<file path="config.mk">
export PLATFORM = sky130hd
export DESIGN_NAME = codec_serial_port
export DESIGN_NICKNAME = d
export VERILOG_FILES = /design/src/rtl/csp_pkg.sv /design/src/rtl/csp_sclk_gen.sv /design/src/rtl/csp_framer.sv /design/src/rtl/csp_shifter.sv /design/src/rtl/csp_regfile.sv /design/src/rtl/codec_serial_port.sv
export SDC_FILE = /design/constraint.sdc
export NUM_CORES = 1
export LEC_CHECK = 0
export BUFFER_PORTS_ARGS = -buffer_cell sky130_fd_sc_hd__buf_4
export CAP_MARGIN = 20
export CORE_MARGIN = 2
export CORE_UTILIZATION = 41
export DETAILED_ROUTE_END_ITERATION = 10
export SYNTH_ARGS = -nofsm -noshare
export SYNTH_HDL_FRONTEND = slang
export SYNTH_SLANG_ARGS = --single-unit
export TNS_END_PERCENT = 20
</file>
<file path="constraint.sdc">
create_clock -name mclk -period 34.2 [get_ports mclk]
set_clock_uncertainty 0.2 [all_clocks]
set_input_delay 1.71 -clock mclk [delete_from_list [all_inputs] [get_ports mclk]]
set_output_delay 1.71 -clock mclk [all_outputs]
set_load 0.03 [all_outputs]
</file>
<file path="src/rtl/csp_pkg.sv">
package csp_pkg;
  localparam int WORD_W     = 16;
  localparam int ADDR_W     = 5;
  localparam int DATA_W     = 8;
  localparam int POS_W      = 16;
  localparam int DIV_W      = 8;
  localparam int FRAME_UNIT = 128;  // bit periods per frame step at unit bit divider
  localparam int REG_CTRL   = 1;
  localparam int REG_SDIV   = 2;
  localparam int REG_FDIV   = 3;
  localparam int MODE16_BIT = 2;

  typedef struct packed {
    logic              rd;
    logic [ADDR_W-1:0] addr;
    logic [DATA_W-1:0] data;
  } reg_cmd_t;

  // zero in a divider register behaves as one
  function automatic logic [DIV_W-1:0] eff_div(input logic [DIV_W-1:0] v);
    return (v == '0) ? DIV_W'(1) : v;
  endfunction

  // bit periods per frame for effective frame and bit dividers
  function automatic logic [POS_W-1:0] frame_periods(input logic [DIV_W-1:0] fk,
                                                     input logic [DIV_W-1:0] sd);
    logic [POS_W-1:0] num;
    num = POS_W'(fk) * POS_W'(FRAME_UNIT);
    return num / POS_W'(sd);
  endfunction
endpackage

</file>
<file path="src/rtl/csp_sclk_gen.sv">
module csp_sclk_gen
  import csp_pkg::*;
(
  input  logic             clk,
  input  logic             rst_n,
  input  logic [DIV_W-1:0] half_div,
  output logic             sclk,
  output logic             rise_evt,
  output logic             fall_evt
);
  logic [DIV_W-1:0] cnt;
  logic             tick;

  assign tick     = (cnt == half_div - 1'b1);
  assign rise_evt = tick & ~sclk;
  assign fall_evt = tick & sclk;

  always_ff @(posedge clk) begin
    if (!rst_n) begin
      cnt  <= '0;
      sclk <= 1'b0;
    end else if (tick) begin
      cnt  <= '0;
      sclk <= ~sclk;
    end else begin
      cnt <= cnt + 1'b1;
    end
  end
endmodule

</file>
<file path="src/rtl/csp_framer.sv">
module csp_framer
  import csp_pkg::*;
(
  input  logic             clk,
  input  logic             rst_n,
  input  logic             rise_evt,
  input  logic [POS_W-1:0] frame_len,
  output logic [POS_W-1:0] pos,
  output logic [POS_W-1:0] nxt_pos,
  output logic [POS_W-1:0] half,
  output logic             wrap,
  output logic             fs
);
  localparam logic [POS_W-1:0] POS_RST = frame_periods(DIV_W'(1), DIV_W'(1)) - 1'b1;

  assign half    = frame_len >> 1;
  assign wrap    = (pos == frame_len - 1'b1);
  assign nxt_pos = wrap ? '0 : pos + 1'b1;

  always_ff @(posedge clk) begin
    if (!rst_n) begin
      pos <= POS_RST;
      fs  <= 1'b0;
    end else if (rise_evt) begin
      pos <= nxt_pos;
      fs  <= (nxt_pos == '0) || (nxt_pos == half);
    end
  end
endmodule

</file>
<file path="src/rtl/csp_shifter.sv">
module csp_shifter
  import csp_pkg::*;
(
  input  logic              clk,
  input  logic              rst_n,
  input  logic              rise_evt,
  input  logic              fall_evt,
  input  logic [POS_W-1:0]  pos,
  input  logic [POS_W-1:0]  nxt_pos,
  input  logic [POS_W-1:0]  half,
  input  logic              din,
  input  logic [WORD_W-1:0] adc_sample,
  input  logic              mode16,
  input  logic              fc_req,
  input  logic [DATA_W-1:0] rd_data,
  output logic              dout,
  output logic [WORD_W-1:0] dac_sample,
  output logic              dac_valid,
  output logic              wr_en,
  output logic [ADDR_W-1:0] wr_addr,
  output logic [DATA_W-1:0] wr_data,
  output logic [ADDR_W-1:0] rd_addr,
  output logic              sec_active,
  output logic              sec_hi_phase
);
  localparam logic [POS_W-1:0] SLOT_LEN  = POS_W'(WORD_W);
  localparam logic [POS_W-1:0] SLOT_LAST = POS_W'(WORD_W - 1);
  localparam logic [POS_W-1:0] DATA_OFF  = POS_W'(WORD_W - DATA_W);

  logic [WORD_W-1:0] tx;
  logic [WORD_W-2:0] rx;
  logic [WORD_W-1:0] full_word;
  logic [POS_W-1:0]  nxt_off, cur_off;
  logic              nxt_in_pri, nxt_in_sec, cur_in_pri, cur_in_sec;
  logic              pri_done, sec_done, rd_req;
  reg_cmd_t          cmd;

  assign nxt_off    = nxt_pos - half;
  assign cur_off    = pos - half;
  assign nxt_in_pri = nxt_pos < SLOT_LEN;
  assign cur_in_pri = pos < SLOT_LEN;
  assign nxt_in_sec = (nxt_pos >= half) && (nxt_off < SLOT_LEN);
  assign cur_in_sec = (pos >= half) && (cur_off < SLOT_LEN);

  assign full_word    = {rx, din};
  assign cmd          = reg_cmd_t'(full_word[ADDR_W+DATA_W:0]);
  assign pri_done     = fall_evt && (pos == SLOT_LAST);
  assign sec_done     = fall_evt && cur_in_sec && (cur_off == SLOT_LAST);
  assign wr_en        = sec_done && sec_active && !cmd.rd;
  assign wr_addr      = cmd.addr;
  assign wr_data      = cmd.data;
  // after the first half of the slot the low received bits hold rw and address
  assign rd_addr      = rx[ADDR_W-1:0];
  assign rd_req       = sec_active && rx[ADDR_W];
  assign sec_hi_phase = cur_in_sec && (cur_off < DATA_OFF);

  always_ff @(posedge clk) begin
    if (!rst_n) begin
      tx         <= '0;
      rx         <= '0;
      dout       <= 1'b0;
      dac_sample <= '0;
      dac_valid  <= 1'b0;
      sec_active <= 1'b0;
    end else begin
      dac_valid <= pri_done;
      if (rise_evt) begin
        if (nxt_pos == '0) begin
          dout       <= adc_sample[WORD_W-1];
          tx         <= {adc_sample[WORD_W-2:0], 1'b0};
          sec_active <= 1'b0;
        end else if (nxt_in_pri) begin
          dout <= tx[WORD_W-1];
          tx   <= tx << 1;
        end else if (nxt_in_sec && nxt_off == DATA_OFF) begin
          dout <= rd_req ? rd_data[DATA_W-1] : 1'b0;
          tx   <= rd_req ? {rd_data[DATA_W-2:0], {(WORD_W-DATA_W+1){1'b0}}} : '0;
        end else if (nxt_in_sec && nxt_off > DATA_OFF) begin
          dout <= tx[WORD_W-1];
          tx   <= tx << 1;
        end else begin
          dout <= 1'b0;
        end
      end
      if (fall_evt && (cur_in_pri || cur_in_sec)) begin
        rx <= full_word[WORD_W-2:0];
      end
      if (pri_done) begin
        dac_sample <= mode16 ? full_word : {full_word[WORD_W-1:1], 1'b0};
        sec_active <= fc_req | (~mode16 & din);
      end
    end
  end
endmodule

</file>
<file path="src/rtl/csp_regfile.sv">
module csp_regfile
  import csp_pkg::*;
#(
  parameter int NUM_REGS = 8
) (
  input  logic              clk,
  input  logic              rst_n,
  input  logic              wr_en,
  input  logic [ADDR_W-1:0] wr_addr,
  input  logic [DATA_W-1:0] wr_data,
  input  logic [ADDR_W-1:0] rd_addr,
  output logic [DATA_W-1:0] rd_data,
  output logic              mode16,
  output logic [DIV_W-1:0]  sclk_div,
  output logic [DIV_W-1:0]  frame_div
);
  localparam int IDX_W = $clog2(NUM_REGS);

  logic [DATA_W-1:0] regs [NUM_REGS];

  always_ff @(posedge clk) begin
    for (int i = 0; i < NUM_REGS; i++) begin
      if (!rst_n) regs[i] <= '0;
      else if (wr_en && int'(wr_addr) == i) regs[i] <= wr_data;
    end
  end

  assign rd_data   = (int'(rd_addr) < NUM_REGS) ? regs[rd_addr[IDX_W-1:0]] : '0;
  assign mode16    = regs[REG_CTRL][MODE16_BIT];
  assign sclk_div  = regs[REG_SDIV];
  assign frame_div = regs[REG_FDIV];
endmodule

</file>
<file path="src/rtl/codec_serial_port.sv">
module codec_serial_port
  import csp_pkg::*;
#(
  parameter int NUM_REGS = 8
) (
  input  logic        mclk,
  input  logic        rst_n,
  input  logic        fc_req,
  input  logic        din,
  input  logic [15:0] adc_sample,
  output logic        sclk,
  output logic        fs,
  output logic        dout,
  output logic [15:0] dac_sample,
  output logic        dac_valid
);
  logic             rise_evt, fall_evt, wrap;
  logic [POS_W-1:0] pos, nxt_pos, half, len_q;
  logic [DIV_W-1:0] sdiv_raw, fdiv_raw, sdiv_q;
  logic             mode16, wr_en, sec_active, sec_hi_phase;
  logic [ADDR_W-1:0] wr_addr, rd_addr;
  logic [DATA_W-1:0] wr_data, rd_data;

  // divider settings move only at a frame boundary
  always_ff @(posedge mclk) begin
    if (!rst_n) begin
      sdiv_q <= eff_div('0);
      len_q  <= frame_periods(eff_div('0), eff_div('0));
    end else if (rise_evt && wrap) begin
      sdiv_q <= eff_div(sdiv_raw);
      len_q  <= frame_periods(eff_div(fdiv_raw), eff_div(sdiv_raw));
    end
  end

  csp_sclk_gen u_clk (
    .clk(mclk), .rst_n(rst_n), .half_div(sdiv_q),
    .sclk(sclk), .rise_evt(rise_evt), .fall_evt(fall_evt)
  );

  csp_framer u_frm (
    .clk(mclk), .rst_n(rst_n), .rise_evt(rise_evt), .frame_len(len_q),
    .pos(pos), .nxt_pos(nxt_pos), .half(half), .wrap(wrap), .fs(fs)
  );

  csp_shifter u_shf (
    .clk(mclk), .rst_n(rst_n), .rise_evt(rise_evt), .fall_evt(fall_evt),
    .pos(pos), .nxt_pos(nxt_pos), .half(half), .din(din),
    .adc_sample(adc_sample), .mode16(mode16), .fc_req(fc_req), .rd_data(rd_data),
    .dout(dout), .dac_sample(dac_sample), .dac_valid(dac_valid),
    .wr_en(wr_en), .wr_addr(wr_addr), .wr_data(wr_data), .rd_addr(rd_addr),
    .sec_active(sec_active), .sec_hi_phase(sec_hi_phase)
  );

  csp_regfile #(.NUM_REGS(NUM_REGS)) u_reg (
    .clk(mclk), .rst_n(rst_n), .wr_en(wr_en), .wr_addr(wr_addr), .wr_data(wr_data),
    .rd_addr(rd_addr), .rd_data(rd_data), .mode16(mode16),
    .sclk_div(sdiv_raw), .frame_div(fdiv_raw)
  );
endmodule

</file>
Yosys cells after proc, flatten, opt, wreduce, memory -nomap -nowiden
Memory sizes are Yosys's and may differ from the RTL's. A register that Yosys moved wholly into a read port is not among the register bits.
Cells that the tools add are included.
{ "op_classes": {"addsub": 6, "multipliers": 0, "div_mod_pow": 1, "magnitude_cmp": 8, "n_eq_ne": 13, "shift": 0, "mux": 53, "bitwise_logic": 15, "reduce_logical": 33} }
{ "ops": {"columns": ["cell", "count"], "rows": [
  ["two-way mux 16 bit", 6],
  ["two-way mux 8 bit", 11],
  ["< comparator 16 x 5 -> 1 bit (second input constant)", 4],
  ["equality test 16 x 4 -> 1 bit (second input constant)", 3],
  ["two-way mux 1 bit", 34],
  [">= comparator 16 x 15 -> 1 bit", 2],
  ["subtractor 16 x 15 -> 16 bit", 2],
  ["equality test 5 x 4 -> 1 bit (second input constant)", 4],
  ["logical AND 1 bit", 20],
  ["adder 16 x 1 -> 16 bit (second input constant)", 1],
  ["divider 15 x 8 -> 16 bit", 1],
  ["equality test 16 x 15 -> 1 bit", 1],
  ["equality test 16 bit", 1],
  ["greater-than comparator 16 x 4 -> 1 bit (second input constant)", 1],
  ["logical NOT 16 bit", 1],
  ["logical NOT 8 bit", 2],
  ["subtractor 16 x 1 -> 16 bit (second input constant)", 1],
  ["equality test 5 x 3 -> 1 bit (second input constant)", 2],
  ["OR 1 bit", 9],
  ["adder 8 x 1 -> 8 bit (second input constant)", 1],
  ["equality test 8 bit", 1],
  ["subtractor 8 x 1 -> 8 bit (second input constant)", 1],
  ["two-way mux 3 bit", 2],
  ["equality test 5 x 2 -> 1 bit (second input constant)", 1],
  ["other kinds (10)", 17]
]} }
{ "word_totals": {"register_bits": 100, "latch_bits": 0, "ram_bits": 64, "mem_bits_ro": 0, "output_inout_bits": 20, "wordCells": 142, "n_memories": 1} }
{ "memory_table": {"columns": ["memory", "depth", "word_bits", "read_ports", "rd_ports_with_merged_regs", "write_ports", "line_no", "rtl"], "rows": [
  ["u_reg.regs", 8, 8, 4, 1, 8, "csp_regfile.sv:19", "logic [DATA_W-1:0] regs [NUM_REGS];"]
]} }

Logic depth before layout (Yosys ltp)
Gate-level depths: netlist of run 1.
{ "logic_depth": {"depth_word": 12, "ltp_mapped": 146, "mapped_depth_nobuf": 134} }

Hierarchy
Synthesis of run 1 repeated with hierarchy kept, for this count alone.
{ "unflattened": {"cells_unflattened": 1996, "hier_area_um2": 16397.0} }
{ "by_module_without_submodules": {"columns": ["mod", "n_inst", "cells_each", "area_per_inst_um2"], "rows": [
  ["codec_serial_port", 1, 891, 6515.0],
  ["csp_shifter", 1, 509, 4162.7],
  ["csp_regfile", 1, 238, 2996.6],
  ["csp_framer", 1, 283, 2100.8],
  ["csp_sclk_gen", 1, 75, 621.8]
]} }

Least setup slack after synthesis of run 1
OpenSTA, ideal clock, no wires.
{ "synth_timing": {"path_kind": "reg-to-reg", "startpoint": "memory u_reg.regs[2][7]", "endpoint": "register len_q[0]", "arrival_ns": 28.624, "path_slack_ns": 5.241, "stages_incl_launch_ff": 143, "n_path_buf": 13, "path_cell_list": "edfxtp_1 -> nor3_1 -> buf_2 -> a21oi_1 -> clkbuf_1 -> buf_1 -> ha_1 -> a21o_1 -> a31oi_1 -> nor2_1 -> ha_1 -> o211a_1 -> o211a_1 -> o32ai_2 -> ha_1 -> a31o_2 -> a2bb2oi_1 -> nor3_1 -> [107 not listed] -> a21oi_1 -> o21ai_0 -> a21o_1 -> nand2_1 -> nor2b_1 -> o31ai_1 -> a211o_1 -> nor4_1 -> mux2i_1 -> o21ai_1 -> ha_1 -> nor2b_1 -> a21oi_1 -> nor2b_1 -> o21ai_0 -> nand3_1 -> a2111oi_0 -> a31oi_1"} }
{ "synth_rtl": {"columns": ["item", "line_no", "rtl"], "rows": [
  ["start: declaration", "csp_regfile.sv:19", null],
  ["end signal: assignment", "codec_serial_port.sv:28", "len_q <= frame_periods(eff_div('0), eff_div('0));"],
  ["end signal: assignment", "codec_serial_port.sv:31", "len_q <= frame_periods(eff_div(fdiv_raw), eff_div(sdiv_raw));"],
  ["end: declaration", "codec_serial_port.sv:18", "logic [POS_W-1:0] pos, nxt_pos, half, len_q;"]
]} }

==> flow_summary.json, run 1 <==
{
  "share_of_the_cycle_needed_by_the_critical_path_after_routing": 0.923,
  "avgRoutedWirePerCell_um": 18.1,
  "layout-area-overhead-vs-synth_pct": 9.54,
  "crit_path_max_incr_delay_ns": 0.68,
  "dieWidth_um": 193,
  "crit_end": "len_q[0]",
  "synth_ff_type": "dfxtp_1",
  "core_region_area_um2": 35400,
  "synthesis.area_um2": 14700,
  "drt-vias-per-instance": 5.82,
  "syn_area_per_cell_um2": 8.43,
  "relSlewSlack": 0.281,
  "yosys_warnings": 0,
  "drt_pass1_iterations": 5,
  "timing.setup.tns_ns": 0,
  "cpMaxStageDelayCell": "or4_1",
  "finalMaxSlewViolations": 0,
  "clkTransAtPathRegs_ns": 0.07,
  "rr_startpoint": "u_reg.regs[2][4]",
  "routabilityCongestion": 0.872,
  "drtIter0Drc": 915,
  "highest_achievable_clock_rate_mhz": 31.7,
  "cp.required_ns": 34.30,
  "maxCapViolCount": 0,
  "fp.dieArea_um2": 37300,
  "root_buffer": "clkbuf_16",
  "grtUsageTotal": 0.216,
  "crit_path_frequent_cell": "ha_1",
  "run_status": "completed",
  "diodes": 0,
  "final_worst_hold_slack_ns": 0.273,
  "kind_of_capture_point_of_the_worst_setup_path": "flip-flop",
  "via_total_after_detailed_routing": 12900,
  "number_of_global_route_vias_before_repair": 12100,
  "critical_path.reg2reg.endpoint": "len_q[0]",
  "async_sr_flop_fraction": 0,
  "synth_edf_count": 64,
  "postSynthCellCount": 1740,
  "clk_path_buf_depth": 2,
  "cts_inserted_buffers": 17,
  "number_of_antenna_violations_at_the_first_check_in_global_routing": 0,
  "synth.distinct_cells": 95,
  "worst_r2r_path_depth": 131,
  "input_output_buffers": 39,
  "die-height_um": 193,
  "drive_gt1_frac": 0.0990,
  "cts_htree_levels": 4,
  "start_kind": "flip-flop",
  "max_slew.worst_pin.slew_ns": 1.07,
  "gr-total-overflow": 0,
  "ys_seq_area_frac": 0.270,
  "synthesis.nets": 1889,
  "nets": 1894,
  "postSynthRegisterBits": 166,
  "antenna_violating_nets_left": 0,
  "floorplan.initialDensity": 0.414,
  "cts_tree": "built",
  "hold_path_class": "reg2reg",
  "final-hold-violation-count": 0,
  "grt_pass1_wl_um": 63600,
  "cp_max_fo": 30,
  "unrepaired_setup_endpoints_after_global_routing": "false",
  "drc": 0,
  "postCtsSetupBuffers": 0,
  "clock_latency_ns": 0.44,
  "post-route-min-period_ns": 31.56,
  "grt_max_degree": 60,
  "placement_rows": 69,
  "io_pins": 40,
  "r2r_setup_slack_ns": 2.64,
  "crit_type": "reg2reg",
  "dpl.hpwl_um": 29700,
  "totalWireLength_um": 40100,
  "wp_data_arrival_ns": 31.66,
  "setup-violations-final": 0,
  "cts_hold_buffers": 0,
  "cp-startpoint": "u_reg.regs[2][4]",
  "cts_num_sinks": 166
}
cells in the mapped netlist (all sizes together) (42+ instances only):
cell type / n / area [um^2]
a21oi: 91 / 459
a21o: 44 / 330
inv: 74 / 278
xnor2: 69 / 604
nor2: 197 / 742
o21ai: 98 / 498
clkbuf: 59 / 221
ha: 127 / 1590
nand2: 117 / 439
nand3: 47 / 235
edfxtp: 64 / 1920
nor3: 51 / 255
dfxtp: 102 / 2040
and2: 76 / 477
xor2: 42 / 368
mux2i: 72 / 728
metal layers:
metal  wire length [um]  track usage  up-vias
met5                  0            0        -
met4                944       0.0693        0
met3               2030       0.0351       61
met2              18000        0.337      331
met1              19100        0.305     6138
li1                   -            -     6393
logic make-up (layout without fill, tap and decap cells):
kind of cell,count (synthesis),count (layout),synth area share
AO/OA/AOI/OAI,438,438,0.204
XOR/XNOR,111,111,0.0663
adder cells (fa/ha/maj),129,129,0.111
buffers and inverters,148,166,0.0388
flip-flops,166,166,0.270
multiplexers,110,110,0.0922
other,1,1,0.000256
AND/OR/NAND/NOR,637,637,0.217
state kept, by name, summed over array words and instances, names as in the netlist, 8 cells and up, named ones only:
| signal | flops |
|---|---|
| u_shf.dac_sample | 16 |
| u_reg.regs | 64 |
| sdiv_q | 8 |
| u_shf.rx | 15 |
| u_frm.pos | 16 |
| len_q | 16 |
| u_clk.cnt | 8 |
| u_shf.tx | 15 |
timing repair:
action	CTS	global route
hold endpoints to repair	0	0
gates resized for setup	0	3
endpoints found under the setup margin	0	1
layout make-up:
type	instances	area (um^2)
inverter	75	282
multi-input combinational	1426	10200
clock inverter	8	93.8
sequential	166	3960
clock buffer	24	536
timing repair buffer	59	448
tap	461	577
fill	3421	19300
how the worst min path moves through the flow:
stage                      from     endpoint  slack [ns]  depth (start not counted)
finish              u_shf.tx[1]  u_shf.tx[1]        0.27                          2
global route        u_shf.tx[1]  u_shf.tx[1]        0.31                          2
CTS                 u_shf.tx[1]  u_shf.tx[1]        0.27                          2
detailed placement  u_shf.tx[1]  u_shf.tx[1]        0.26                          2
global placement    u_shf.tx[1]  u_shf.tx[1]        0.26                          2
floorplan           u_shf.tx[1]  u_shf.tx[1]        0.25                          2
critical path: cells and delay by family (launching register included):
| family | cells | cell delay, ns |
|---|---|---|
| AOI/OAI and AO/OA | 71 | 15.23 |
| and+or+nand+nor | 31 | 7.40 |
| adders and majority gates | 16 | 4.53 |
| muxes | 8 | 2.67 |
| buffers and inverters | 5 | 0.77 |
| DFF | 1 | 0.53 |
cells in the final DEF, fill, tap and decap left out, types with 11 or more instances in the layout:
master / netlist / routed
a21o_1: 44 / 44
nor3_1: 51 / 50
inv_1: 72 / 72
nor2_1: 196 / 196
clkbuf_16: 0 / 20
or3_1: 15 / 15
and3_1: 20 / 20
mux2_2: 19 / 19
nor4_1: 17 / 15
xnor2_1: 69 / 69
nand3_1: 47 / 47
o211ai_1: 13 / 13
a211oi_1: 30 / 30
and2_1: 75 / 75
xor2_1: 42 / 42
mux2i_1: 70 / 70
a21oi_1: 90 / 89
dfxtp_1: 102 / 102
ha_1: 127 / 127
mux4_2: 17 / 17
nand2_1: 117 / 117
nand4_1: 16 / 16
edfxtp_1: 64 / 64
a22oi_1: 11 / 11
nor2b_1: 18 / 17
a31oi_1: 15 / 15
buf_4: 1 / 57
o21a_1: 29 / 29
nand2b_1: 24 / 24
o31ai_1: 19 / 19
o21ai_0: 92 / 92
through the flow:
stage | utilization | cells | worst slack [ns] | instance area (um^2)
3_5_place_dp | 0.435 | 2185 | 2.58 | 15400
2_1_floorplan | - | 1740 | 5.24 | 14700
4_1_cts | 0.453 | 2217 | 2.46 | 16000
6_report | 0.454 | 2219 | 2.64 | 16100
3_3_place_gp | 0.435 | 2185 | 3.54 | 15400
5_1_grt | 0.454 | 2219 | 0.0743 | 16100
Power of run 1 is left out: the tool's default activity adds up to more than one toggle a clock period on the data nets, which glitch-free logic cannot reach.
==> run 2: changes to the inputs <==
--- a/config.mk
+++ b/config.mk
@@ -8,8 +8,9 @@
 export BUFFER_PORTS_ARGS = -buffer_cell sky130_fd_sc_hd__buf_4
 export CAP_MARGIN = 20
 export CORE_MARGIN = 2
-export CORE_UTILIZATION = 41
+export CORE_UTILIZATION = 30
 export DETAILED_ROUTE_END_ITERATION = 10
+export PLACE_DENSITY = 0.48
 export SYNTH_ARGS = -nofsm -noshare
 export SYNTH_HDL_FRONTEND = slang
 export SYNTH_SLANG_ARGS = --single-unit
==> flow_summary.json, run 2 (same netlist as run 1, synthesis figures left out) <==
{
  "layout-area-overhead-vs-synth_pct": 11.0,
  "number_of_antenna_violations_at_the_first_check_in_global_routing": 0,
  "start_kind": "flip-flop",
  "drtIter0Drc": 800,
  "cts_tree": "built",
  "setup-violations-final": 0,
  "crit_type": "reg2reg",
  "wp_data_arrival_ns": 31.29,
  "antenna_violating_nets_left": 0,
  "drt-vias-per-instance": 5.33,
  "cts_num_sinks": 166,
  "final_critical_path_setup_slack_ns": 3.01,
  "highest_achievable_clock_rate_mhz": 32.1,
  "crit_path_max_incr_delay_ns": 0.69,
  "hold_path_class": "reg2reg",
  "core_region_area_um2": 48500,
  "drive_gt1_frac": 0.102,
  "via_total_after_detailed_routing": 12700,
  "final_cell_mix": "nor2_1, ha_1, nand2_1",
  "regMostFlops": "u_reg.regs",
  "post-route-min-period_ns": 31.19,
  "final_core_utilization": 0.335,
  "dieWidth_um": 225,
  "max_ffs_per_register": 64,
  "maxCapViolCount": 0,
  "unrepaired_setup_endpoints_after_global_routing": "false",
  "commonest_non_fill_non_tap_cell_in_the_layout": "nor2_1",
  "nets": 1897,
  "dpl.hpwl_um": 31900,
  "relSlewSlack": 0.243,
  "avgRoutedWirePerCell_um": 17.8,
  "kind_of_capture_point_of_the_worst_setup_path": "flip-flop",
  "number_of_global_route_vias_before_repair": 12200,
  "cpMaxStageDelayCell": "or4_1",
  "share_of_the_cycle_needed_by_the_critical_path_after_routing": 0.912,
  "floorplan.initialDensity": 0.302,
  "clock_latency_ns": 0.44,
  "grt_pass1_wl_um": 67500,
  "routabilityCongestion": 0.846,
  "cts_htree_levels": 4,
  "totalWireLength_um": 42400,
  "diodes": 0,
  "timing.setup.tns_ns": 0,
  "drt_pass1_iterations": 5,
  "cp_max_fo": 30,
  "finalInstanceArea_um2": 16300,
  "grt_max_degree": 59,
  "io_pins": 40,
  "clk_path_buf_depth": 2,
  "crit_path_frequent_cell": "ha_1",
  "cts_hold_buffers": 0,
  "post-place-ws_ns": 2.27,
  "gr-total-overflow": 0,
  "cp.required_ns": 34.30,
  "grtUsageTotal": 0.168,
  "dpl_cell_area_um2": 15700,
  "run_status": "completed",
  "placement_rows": 81,
  "cts_inserted_buffers": 17,
  "final-hold-violation-count": 0,
  "root_buffer": "clkbuf_16",
  "fp.dieArea_um2": 50700,
  "max_slew.worst_pin.slew_ns": 1.13,
  "input_output_buffers": 39,
  "finalMaxSlewViolations": 0,
  "clkTransAtPathRegs_ns": 0.07,
  "drc": 0,
  "die-height_um": 225
}
==> run 2: repair_timing <==
item	CTS	global route
resized for setup	0	7
hold endpoints to repair	0	0
setup buffers	0	0
setup endpoints to repair	0	1
==> run 2: area by class of cell <==
class | count | area, um^2
Timing Repair Buffer | 62 | 483
Multi-Input combinational cell | 1426 | 10200
Fill cell | 4972 | 32300
Sequential cell | 166 | 3960
Tap cell | 622 | 778
Clock inverter | 11 | 114
Clock buffer | 21 | 472
Inverter | 75 | 282
==> run 2: metal layers <==
layer | global-route usage | share of wire | wire length (um) | up-vias
li1 | - | - | - | 6416
met1 | 0.238 | 0.50 | 21200 | 6057
met2 | 0.273 | 0.46 | 19400 | 197
met3 | 0.0189 | 0.026 | 1120 | 41
met4 | 0.0419 | 0.017 | 720 | 0
met5 | 0 | 0 | 0 | -
==> run 2: worst paths after layout <==
kind | start | endpoint | cells after the start | slack, ns
setup / recovery | u_reg.regs[2][4] | len_q[0] | 130 | 3.01
hold / removal | u_shf.tx[1] | u_shf.tx[1] | 2 | 0.27
setup reg to reg | u_reg.regs[2][4] | len_q[0] | 130 | 3.01
hold reg to reg | u_shf.tx[1] | u_shf.tx[1] | 2 | 0.27
==> run 2: critical path: cells and delay by family (launching register included) <==
family                     cells  cell delay [ns]
adders and majority gates     16             4.79
AOI/OAI and AO/OA             69            14.91
buffers and inverters          6             0.84
muxes                          7             2.24
DFF                            1             0.55
and+or+nand+nor               32             7.46
==> run 2: per-stage QoR <==
stage	instances	hold slack (ns)
floorplan	1740	0.245
global placement	2349	0.256
detailed placement	2351	0.261
CTS	2383	0.273
global route	2383	0.295
finish	2383	0.269
Power of run 2 is left out for the same reason.
